==> src/rtl/ctxstk_pkg.sv <==
package ctxstk_pkg;

  typedef enum logic [1:0] {
    ST_IDLE = 2'd0,
    ST_PUSH = 2'd1,
    ST_PULL = 2'd2
  } ctl_st_e;

  typedef enum logic [1:0] {
    PTR_HOLD = 2'd0,
    PTR_LOAD = 2'd1,
    PTR_PUSH = 2'd2,
    PTR_PULL = 2'd3
  } ptr_op_e;

endpackage

==> src/rtl/ctxstk_ptr.sv <==
module ctxstk_ptr
  import ctxstk_pkg::*;
#(
  parameter int ADDR_W = 32,
  parameter int CNT_W  = 15,
  localparam int PTR_W = 2 * CNT_W + 2 + ADDR_W
) (
  input  logic              clk,
  input  logic              rst,
  input  ptr_op_e           op_i,
  input  logic [PTR_W-1:0]  ld_i,
  output logic [ADDR_W-1:0] top_o,
  output logic [CNT_W-1:0]  wc_o,
  output logic [PTR_W-1:0]  ptr_o
);

  localparam int WOVF_BIT = CNT_W;
  localparam int SC_LSB   = CNT_W + 1;
  localparam int SOVF_BIT = 2 * CNT_W + 1;
  localparam int TOP_LSB  = 2 * CNT_W + 2;
  localparam logic [CNT_W-1:0] CNT_MAX = '1;

  logic [ADDR_W-1:0] top_q;
  logic [CNT_W-1:0]  wc_q;
  logic [CNT_W-1:0]  sc_q;
  logic              wovf_q;
  logic              sovf_q;

  always_ff @(posedge clk) begin
    if (rst) begin
      top_q  <= '0;
      wc_q   <= '0;
      sc_q   <= '0;
      wovf_q <= 1'b0;
      sovf_q <= 1'b0;
    end else begin
      unique case (op_i)
        PTR_LOAD: begin
          top_q  <= ld_i[TOP_LSB +: ADDR_W];
          sovf_q <= ld_i[SOVF_BIT];
          sc_q   <= ld_i[SC_LSB +: CNT_W];
          wovf_q <= ld_i[WOVF_BIT];
          wc_q   <= ld_i[CNT_W-1:0];
        end
        PTR_PUSH: begin
          top_q <= top_q + ADDR_W'(1);
          wc_q  <= wc_q + CNT_W'(1);
          sc_q  <= sc_q - CNT_W'(1);
          if (wc_q == CNT_MAX) wovf_q <= 1'b1;
        end
        PTR_PULL: begin
          top_q <= top_q - ADDR_W'(1);
          wc_q  <= wc_q - CNT_W'(1);
          sc_q  <= sc_q + CNT_W'(1);
          if (sc_q == CNT_MAX) sovf_q <= 1'b1;
        end
        default: ;
      endcase
    end
  end

  assign top_o = top_q;
  assign wc_o  = wc_q;
  assign ptr_o = {top_q, sovf_q, sc_q, wovf_q, wc_q};

endmodule

==> src/rtl/ctxstk_ctl.sv <==
module ctxstk_ctl
  import ctxstk_pkg::*;
#(
  parameter int         CTX_WORDS = 28,
  parameter int         CNT_W     = 15,
  parameter logic [7:0] TRAP_VEC  = 8'h4D,
  localparam int        IDX_W     = $clog2(CTX_WORDS)
) (
  input  logic             clk,
  input  logic             rst,
  input  logic             wr_en_i,
  input  logic             cmd_valid_i,
  input  logic             cmd_pull_i,
  input  logic             mem_rdy_i,
  input  logic [CNT_W-1:0] wc_i,
  output ptr_op_e          op_o,
  output logic             busy_o,
  output logic             pull_o,
  output logic [IDX_W-1:0] idx_o,
  output logic             done_o,
  output logic             trap_o,
  output logic             dflt_o,
  output logic [7:0]       trap_vec_o
);

  localparam logic [CNT_W-1:0] CTX_CNT  = CNT_W'(CTX_WORDS);
  localparam logic [IDX_W-1:0] IDX_LAST = IDX_W'(CTX_WORDS - 1);

  ctl_st_e          st_q;
  logic [IDX_W-1:0] idx_q;
  logic             done_q, trap_q, dflt_q;
  logic [7:0]       vec_q;

  always_comb begin
    unique case (st_q)
      ST_IDLE: op_o = wr_en_i ? PTR_LOAD : PTR_HOLD;
      ST_PUSH: op_o = mem_rdy_i ? PTR_PUSH : PTR_HOLD;
      ST_PULL: op_o = mem_rdy_i ? PTR_PULL : PTR_HOLD;
      default: op_o = PTR_HOLD;
    endcase
  end

  always_ff @(posedge clk) begin
    if (rst) begin
      st_q   <= ST_IDLE;
      idx_q  <= '0;
      done_q <= 1'b0;
      trap_q <= 1'b0;
      dflt_q <= 1'b0;
      vec_q  <= '0;
    end else begin
      done_q <= 1'b0;
      trap_q <= 1'b0;
      dflt_q <= 1'b0;
      vec_q  <= '0;
      unique case (st_q)
        ST_IDLE: begin
          if (!wr_en_i && cmd_valid_i) begin
            idx_q <= '0;
            if (!cmd_pull_i) begin
              st_q <= ST_PUSH;
            end else if (wc_i == '0) begin
              dflt_q <= 1'b1;
            end else if (wc_i < CTX_CNT) begin
              trap_q <= 1'b1;
              vec_q  <= TRAP_VEC;
            end else begin
              st_q <= ST_PULL;
            end
          end
        end
        ST_PUSH, ST_PULL: begin
          if (mem_rdy_i) begin
            if (idx_q == IDX_LAST) begin
              st_q   <= ST_IDLE;
              done_q <= 1'b1;
            end else begin
              idx_q <= idx_q + IDX_W'(1);
            end
          end
        end
        default: st_q <= ST_IDLE;
      endcase
    end
  end

  assign busy_o     = (st_q != ST_IDLE);
  assign pull_o     = (st_q == ST_PULL);
  assign idx_o      = idx_q;
  assign done_o     = done_q;
  assign trap_o     = trap_q;
  assign dflt_o     = dflt_q;
  assign trap_vec_o = vec_q;

endmodule

==> src/rtl/ctxstk_seq.sv <==
module ctxstk_seq
  import ctxstk_pkg::*;
#(
  parameter int         ADDR_W    = 32,
  parameter int         CNT_W     = 15,
  parameter int         DATA_W    = 32,
  parameter int         CTX_WORDS = 28,
  parameter logic [7:0] TRAP_VEC  = 8'h4D,
  localparam int        PTR_W     = 2 * CNT_W + 2 + ADDR_W,
  localparam int        IDX_W     = $clog2(CTX_WORDS)
) (
  input  logic              clk,
  input  logic              rst,
  input  logic              wr_en_i,
  input  logic [PTR_W-1:0]  wr_ptr_i,
  input  logic              cmd_valid_i,
  input  logic              cmd_pull_i,
  output logic [PTR_W-1:0]  ptr_o,
  output logic              busy_o,
  output logic              done_o,
  output logic              trap_o,
  output logic [7:0]        trap_vec_o,
  output logic              dflt_o,
  output logic              mem_req_o,
  output logic              mem_we_o,
  output logic [ADDR_W-1:0] mem_addr_o,
  output logic [DATA_W-1:0] mem_wdata_o,
  input  logic [DATA_W-1:0] mem_rdata_i,
  input  logic              mem_rdy_i,
  output logic [IDX_W-1:0]  ctx_idx_o,
  input  logic [DATA_W-1:0] ctx_wdata_i,
  output logic              ctx_we_o,
  output logic [DATA_W-1:0] ctx_rdata_o
);

  localparam logic [IDX_W-1:0] IDX_LAST = IDX_W'(CTX_WORDS - 1);

  ptr_op_e           op;
  logic [ADDR_W-1:0] top;
  logic [CNT_W-1:0]  wc;
  logic              pull;
  logic [IDX_W-1:0]  idx;

  ctxstk_ptr #(
    .ADDR_W (ADDR_W),
    .CNT_W  (CNT_W)
  ) ptr_u (
    .clk   (clk),
    .rst   (rst),
    .op_i  (op),
    .ld_i  (wr_ptr_i),
    .top_o (top),
    .wc_o  (wc),
    .ptr_o (ptr_o)
  );

  ctxstk_ctl #(
    .CTX_WORDS (CTX_WORDS),
    .CNT_W     (CNT_W),
    .TRAP_VEC  (TRAP_VEC)
  ) ctl_u (
    .clk         (clk),
    .rst         (rst),
    .wr_en_i     (wr_en_i),
    .cmd_valid_i (cmd_valid_i),
    .cmd_pull_i  (cmd_pull_i),
    .mem_rdy_i   (mem_rdy_i),
    .wc_i        (wc),
    .op_o        (op),
    .busy_o      (busy_o),
    .pull_o      (pull),
    .idx_o       (idx),
    .done_o      (done_o),
    .trap_o      (trap_o),
    .dflt_o      (dflt_o),
    .trap_vec_o  (trap_vec_o)
  );

  // push pre-increments onto the next free word, pull reads the occupied top
  assign mem_req_o   = busy_o;
  assign mem_we_o    = busy_o && !pull;
  assign mem_addr_o  = pull ? top : top + ADDR_W'(1);
  assign mem_wdata_o = ctx_wdata_i;
  assign ctx_idx_o   = pull ? IDX_LAST - idx : idx;
  assign ctx_we_o    = pull && mem_rdy_i;
  assign ctx_rdata_o = mem_rdata_i;

endmodule

==> config.mk <==
export PLATFORM = sky130hd
export DESIGN_NAME = ctxstk_seq
export DESIGN_NICKNAME = d
export VERILOG_FILES = /design/src/rtl/ctxstk_pkg.sv /design/src/rtl/ctxstk_ptr.sv /design/src/rtl/ctxstk_ctl.sv /design/src/rtl/ctxstk_seq.sv
export SDC_FILE = /design/constraint.sdc
export NUM_CORES = 1
export LEC_CHECK = 0
export BUFFER_PORTS_ARGS = -buffer_cell sky130_fd_sc_hd__buf_2
export CELL_PAD_IN_SITES_DETAIL_PLACEMENT = 0
export CELL_PAD_IN_SITES_GLOBAL_PLACEMENT = 1
export CORE_AREA = 2 2 150 152
export CTS_CLUSTER_SIZE = 24
export DETAILED_ROUTE_END_ITERATION = 12
export DIE_AREA = 0 0 152 154
export HOLD_SLACK_MARGIN = 0.03
export PLACE_DENSITY_LB_ADDON = 0.1
export RECOVER_POWER = 25
export SYNTH_ARGS = -nofsm -noshare
export SYNTH_HDL_FRONTEND = slang
export SYNTH_SLANG_ARGS = --single-unit
==> constraint.sdc <==
create_clock -name clk -period 4.7 [get_ports clk]
set_clock_uncertainty 0.2 [all_clocks]
set_input_delay 0.235 -clock clk [delete_from_list [all_inputs] [get_ports clk]]
set_output_delay 0.235 -clock clk [all_outputs]
set_load 0.02 [all_outputs]
# Word-level counts from Yosys, hierarchy flattened
# Index checks and enable logic that the tools add are counted.
[word_totals] output_inout_bits=180 input_bits=134 regBits=82
[op_classes] add_sub_neg=8 magnitude_cmp=1 mux=28 n_reduce_logical=20 n_eq_ne=16 bitwise=5
[ops] op="32-bit one-hot mux with 3 select lines" count=1
[ops] op="15-bit one-hot mux with 3 select lines" count=2
[ops] op="32-bit by 1-bit adder with 32-bit output (second input constant)" count=1
[ops] op="32-bit 2-to-1 mux" count=1
[ops] op="32-bit by 1-bit subtractor with 32-bit output (second input constant)" count=1
[ops] op="15-bit by 1-bit adder with 15-bit output (second input constant)" count=2
[ops] op="15-bit == test (second input constant)" count=2
[ops] op="15-bit by 1-bit subtractor with 15-bit output (second input constant)" count=2
[ops] op="5-bit 2-to-1 mux" count=4
[ops] op="2-bit 2-to-1 mux" count=8
[ops] op="15-bit zero test" count=1
[ops] op="15-bit by 5-bit less-than comparator with 1-bit output (second input constant)" count=1
[ops] op="5-bit one-hot mux with 2 select lines" count=1
[ops] op="2-bit by 1-bit != test with 1-bit output (second input constant)" count=4
[ops] op="2-bit nonzero test" count=4
[ops] op="7-bit 2-to-1 mux" count=1
[ops] op="2-bit == test (second input constant)" count=3
[ops] op="1-bit 2-to-1 mux" count=6
[ops] op="3-bit != test (second input constant)" count=2
[ops] op="2-bit one-hot mux with 3 select lines" count=1
[ops] op="5-bit by 1-bit adder with 5-bit output (second input constant)" count=1
[ops] op="5-bit == test (second input constant)" count=1
[ops] op="1-bit NOT" count=5
[ops] op="5-bit AND reduction" count=1
[ops] op="15 further kinds" count=22

# Logic depth before layout (Yosys ltp)
[logic_depth] word_depth=6 depth_mapped=14

# By module
# Synthesis repeated with hierarchy kept, for this count alone.
[hier_totals] cells_unflattened=1164 area_unflattened_um2=8381.8
[by_module_without_submodules] mod="ctxstk_ptr" cells_each=919 instances=1 area_each_um2=6486.2
[by_module_without_submodules] mod="ctxstk_seq" cells_each=163 instances=1 area_each_um2=1179.9
[by_module_without_submodules] mod="ctxstk_ctl" cells_each=82 instances=1 area_each_um2=715.7

# Least setup slack after synthesis
# No wires, ideal clock.
[synth_timing] kind="flip-flop to flip-flop" startpoint="register ctl_u.st_q[0]" endpoint="register ptr_u.wc_q[12], in the netlist ptr_u.wc_o[12]" path_stages_with_launch=15 setup_ns=0.128 setup_slack_ns=0.519 arrival_ns=3.854 path_buffers=2 cell_sequence="dfxtp_1 > ha_1 > clkbuf_1 > nand2b_1 > or3_1 > inv_1 > clkbuf_1 > ha_1 > a211o_1 > a2111oi_0 > o21ai_0 > a41oi_1 > xnor2_1 > a222oi_1 > nor2_1"
[synth_between] elab_chain_len=4
[synth_rtl] element="start: declaration" line="ctxstk_ctl.sv:29" rtl="ctl_st_e st_q;"
[synth_rtl] element="start signal: assignment" line="ctxstk_ctl.sv:45" rtl="st_q <= ST_IDLE;"
[synth_rtl] element="start signal: assignment" line="ctxstk_ctl.sv:61" rtl="st_q <= ST_PUSH;"
[synth_rtl] element="start signal: assignment" line="ctxstk_ctl.sv:68" rtl="st_q <= ST_PULL;"
[synth_rtl] element="2-bit == test, or another cell as far along" line="ctxstk_ctl.sv:35" rtl="unique case (st_q)"
[synth_rtl] element="2-bit one-hot mux with 3 select lines *" line="ctxstk_ctl.sv:35"
[synth_rtl] element="2-bit == test or 2-bit by 1-bit == test with 1-bit output (tied branches)" line="ctxstk_ptr.sv:37" rtl="unique case (op_i)"
[synth_rtl] element="15-bit one-hot mux with 3 select lines or 3-bit nonzero test (tied branches)"
[synth_rtl] element="end signal: assignment" line="ctxstk_ptr.sv:43" rtl="wc_q <= ld_i[CNT_W-1:0];"
[synth_rtl] element="end signal: assignment" line="ctxstk_ptr.sv:47" rtl="wc_q <= wc_q + CNT_W'(1);"
[synth_rtl] element="end signal: assignment" line="ctxstk_ptr.sv:53" rtl="wc_q <= wc_q - CNT_W'(1);"
[synth_rtl] element="end: declaration" line="ctxstk_ptr.sv:24" rtl="logic [CNT_W-1:0] wc_q;"
# Every way passes the cells marked *; elsewhere a longest branch is shown, timed or not.
# A chain may end at the register's enable or synchronous reset.

# Worst setup path in the final report
# Ends and elaborated chain as after synthesis.

==> run summary <==
status: complete, no violations
Worst path most repeated cell: inv_1
Seq/Total Area, Yosys: 20.9%
largest net degree at the start of global routing: 43
Worst Setup End Kind: register
DRT Pass-1 Iters: 5
postcts setup bufs: 0
Slew Limit Headroom: 35.5%
fillers: 2327
WP buf/inv: 3
Reg clk slew, reported paths: 0.07 ns
top cells by area, synth: dfxtp_1 21%, buf_4 8.1%, ha_1 6.7%
f_max: 244 MHz
unrepaired setup endpoints after global routing: no
setup TNS: 0 ns
routed vias/inst: 5.46
top_reg_cell synth: dfxtp_1
first-pass GRT wire length: 40600 µm
Initial Util: 32.6%
HP Class: input pin to register
CTS resizes: 0
layout overhead on the synthesized area: 18.3%
via count: 7474
EDFF count, synth: 0
Worst VDD drop: 0.251 mV
H-tree depth: 3
Gate Count Post-Synth: 977
Synth Area per Inst: 7.24 µm²
async set-reset flop share out of synthesis: 0%
Top Family by Delay on Critical Path: compound AO/OA/AOI/OAI gates
commonest non-fill, non-tap cells in the layout: 181 x buf_2, 105 x nor2_1, 77 x nand2_1, 75 x a21oi_1, 74 x dfxtp_1
Crit path arrival time: 4.11 ns
initial antenna violation count: 0
Rows: 54
P_leak: 3.63 nW
non-filler instance count after layout: 1368
die width: 152 µm
CP Max Fanout: 11
CTS tree: done
DRC errors left: 0
startpoint type of the worst setup path: register
# diodes: 0
worst-skew pair later-pin latency: 0.35 ns
worst-margin pin slew: 0.959 ns
crit-path cells: inv_1 > ha_2 > a22oi_2 > or3_1 > inv_1 > buf_4 > ha_1 > o21a_1 > a2111oi_0 > o21ai_0 > a41oi_1 > xnor2_1 > a222oi_1 > nor2_1
gr usage total: 21.4%
final instance area: 8370 µm²
Die Y-Extent: 154 µm
Clock Path Buffers: 2
Initial DRC Count: 485
Post-Place Cell Area: 7690 µm²
gpl congestion: 0.816
leading cell type in the layout, fill and taps excluded: buf_2
core area: 21700 µm²
final hold violations: 0
critical path class: register to register
Power Density: 635 nW/µm²
Max Slew Vio Count: 0
placed cell count: 1314
fin crit share: 87.3%
# clock sinks: 74
port bufs: 181
Yosys cell types: 65
hpwl dp: 18200 µm
Ys Warns: 0
data required time at the worst endpoint: 4.71 ns
WL per Instance: 18.9 µm
top cell type's share of synthesized area: 20.9%
antenna viol nets, final: 0
Max stage delay on crit path: 0.63 ns
root buf cell: clkbuf_16
Max Cap Violations: 0
share of layout cells above drive strength 1: 21.7%
# hold bufs at CTS: 38
Tmin final: 4.11 ns
CTS Buf Count: 9
synthesized area: 7080 µm²
remaining global-route overflow: 0
slowest CP cell: a2111oi_0
#FFs+latches synth: 74
final setup fails: 0
final WL: 25800 µm
number of global-route vias before repair: 7186
Net count, final: 1257
cell taking the most area after synthesis: dfxtp_1
IO Pins: 314
die area: 23400 µm²
[registers in the layout (all words and copies together), names as in the netlist]
register	flops
ptr_u.sovf_q	1
ctl_u.st_q	2
ptr_u.wc_o	15
ptr_u.sc_q	15
ctl_u.idx_o	5
ptr_u.top_o	32
ptr_u.wovf_q	1
ctl_u.trap_vec_o	1
ctl_u.done_o	1
ctl_u.dflt_o	1
[per-layer routing]
layer / vias up / track usage, % / wire, µm
li1: 3682 / - / -
met1: 3531 / 29.9 / 12500
met2: 230 / 33.7 / 11400
met3: 31 / 3.75 / 1490
met4: 0 / 6.36 / 437
met5: - / 0 / 0
[power by group]
part           switching, mW  leakage [nW]  internal (mW)  total, mW
logic                   2.11          2.89           1.29       3.40
clock network          0.330         0.138          0.416      0.746
registers              0.360         0.608          0.810       1.17
total                   2.80          3.63           2.52       5.32
[kinds of logic after synthesis]
logic type      count (synthesis)  synth area share (%)
simple gates                  350                  24.3
compound gates                267                  24.5
buf+inv                       169                  13.3
flops                          74                  20.9
xor+xnor                       71                  8.79
fa+ha+maj                      40                  7.28
mux                             5                 0.778
other cells                     1                0.0530
[cell type report]
cell class / count / area [µm²] / area share, %
Clock buffer: 9 / 225 / 2.69
Clock inverter: 7 / 78.8 / 0.942
Inverter: 22 / 82.6 / 0.987
Multi-Input combinational cell: 737 / 4700 / 56.2
Sequential cell: 74 / 1480 / 17.7
Tap cell: 280 / 350 / 4.19
Timing Repair Buffer: 239 / 1450 / 17.3
[final timing paths]
| path | cells past startpoint | end | start | slack (ns) |
|---|---|---|---|---|
| setup / recovery | 14 | ptr_u.wc_o[12] | ctl_u.st_q[0] | 0.59 |
| hold / removal | 3 | ptr_u.top_o[20] | wr_ptr_i[52] | 0.02 |
| setup reg to reg | 14 | ptr_u.wc_o[12] | ctl_u.st_q[0] | 0.59 |
| hold reg to reg | 2 | ctl_u.idx_o[0] | ctl_u.idx_o[0] | 0.33 |
[Yosys cell counts (all sizes together), types with 12 or more instances]
library cell,instances
nor2,106
buf,91
nand2,77
a21oi,76
dfxtp,74
o21ai,62
clkbuf,56
xnor2,40
ha,38
nor3,37
xor2,31
nand3,28
nor4,23
inv,22
nand4,20
o211ai,17
a222oi,16
a211oi,13
a22oi,12
[worst reg2reg max path, delay by kind of cell (launching register included)]
| kind | cells | cell delay, ns |
|---|---|---|
| buffers and inverters | 3 | 0.51 |
| AOI/OAI and AO/OA | 6 | 1.77 |
| adders and majority gates | 2 | 0.59 |
| DFF | 1 | 0.34 |
| and+or+nand+nor | 2 | 0.44 |
| xor gates and xnor gates | 1 | 0.10 |
[stage by stage]
stage	util, %	setup WS, ns	power (mW)	hold slack (ns)
final	38.6	0.595	5.32	0.0239
after global routing	38.6	0.138	5.77	0.0543
after CTS	38.6	0.589	5.33	0.0301
after detailed placement	35.4	0.628	4.55	0.270
after global placement	35.4	0.621	4.57	0.270
after floorplan	-	0.519	3.60	0.162
No activity file was read; power rests on OpenSTA's default activity.
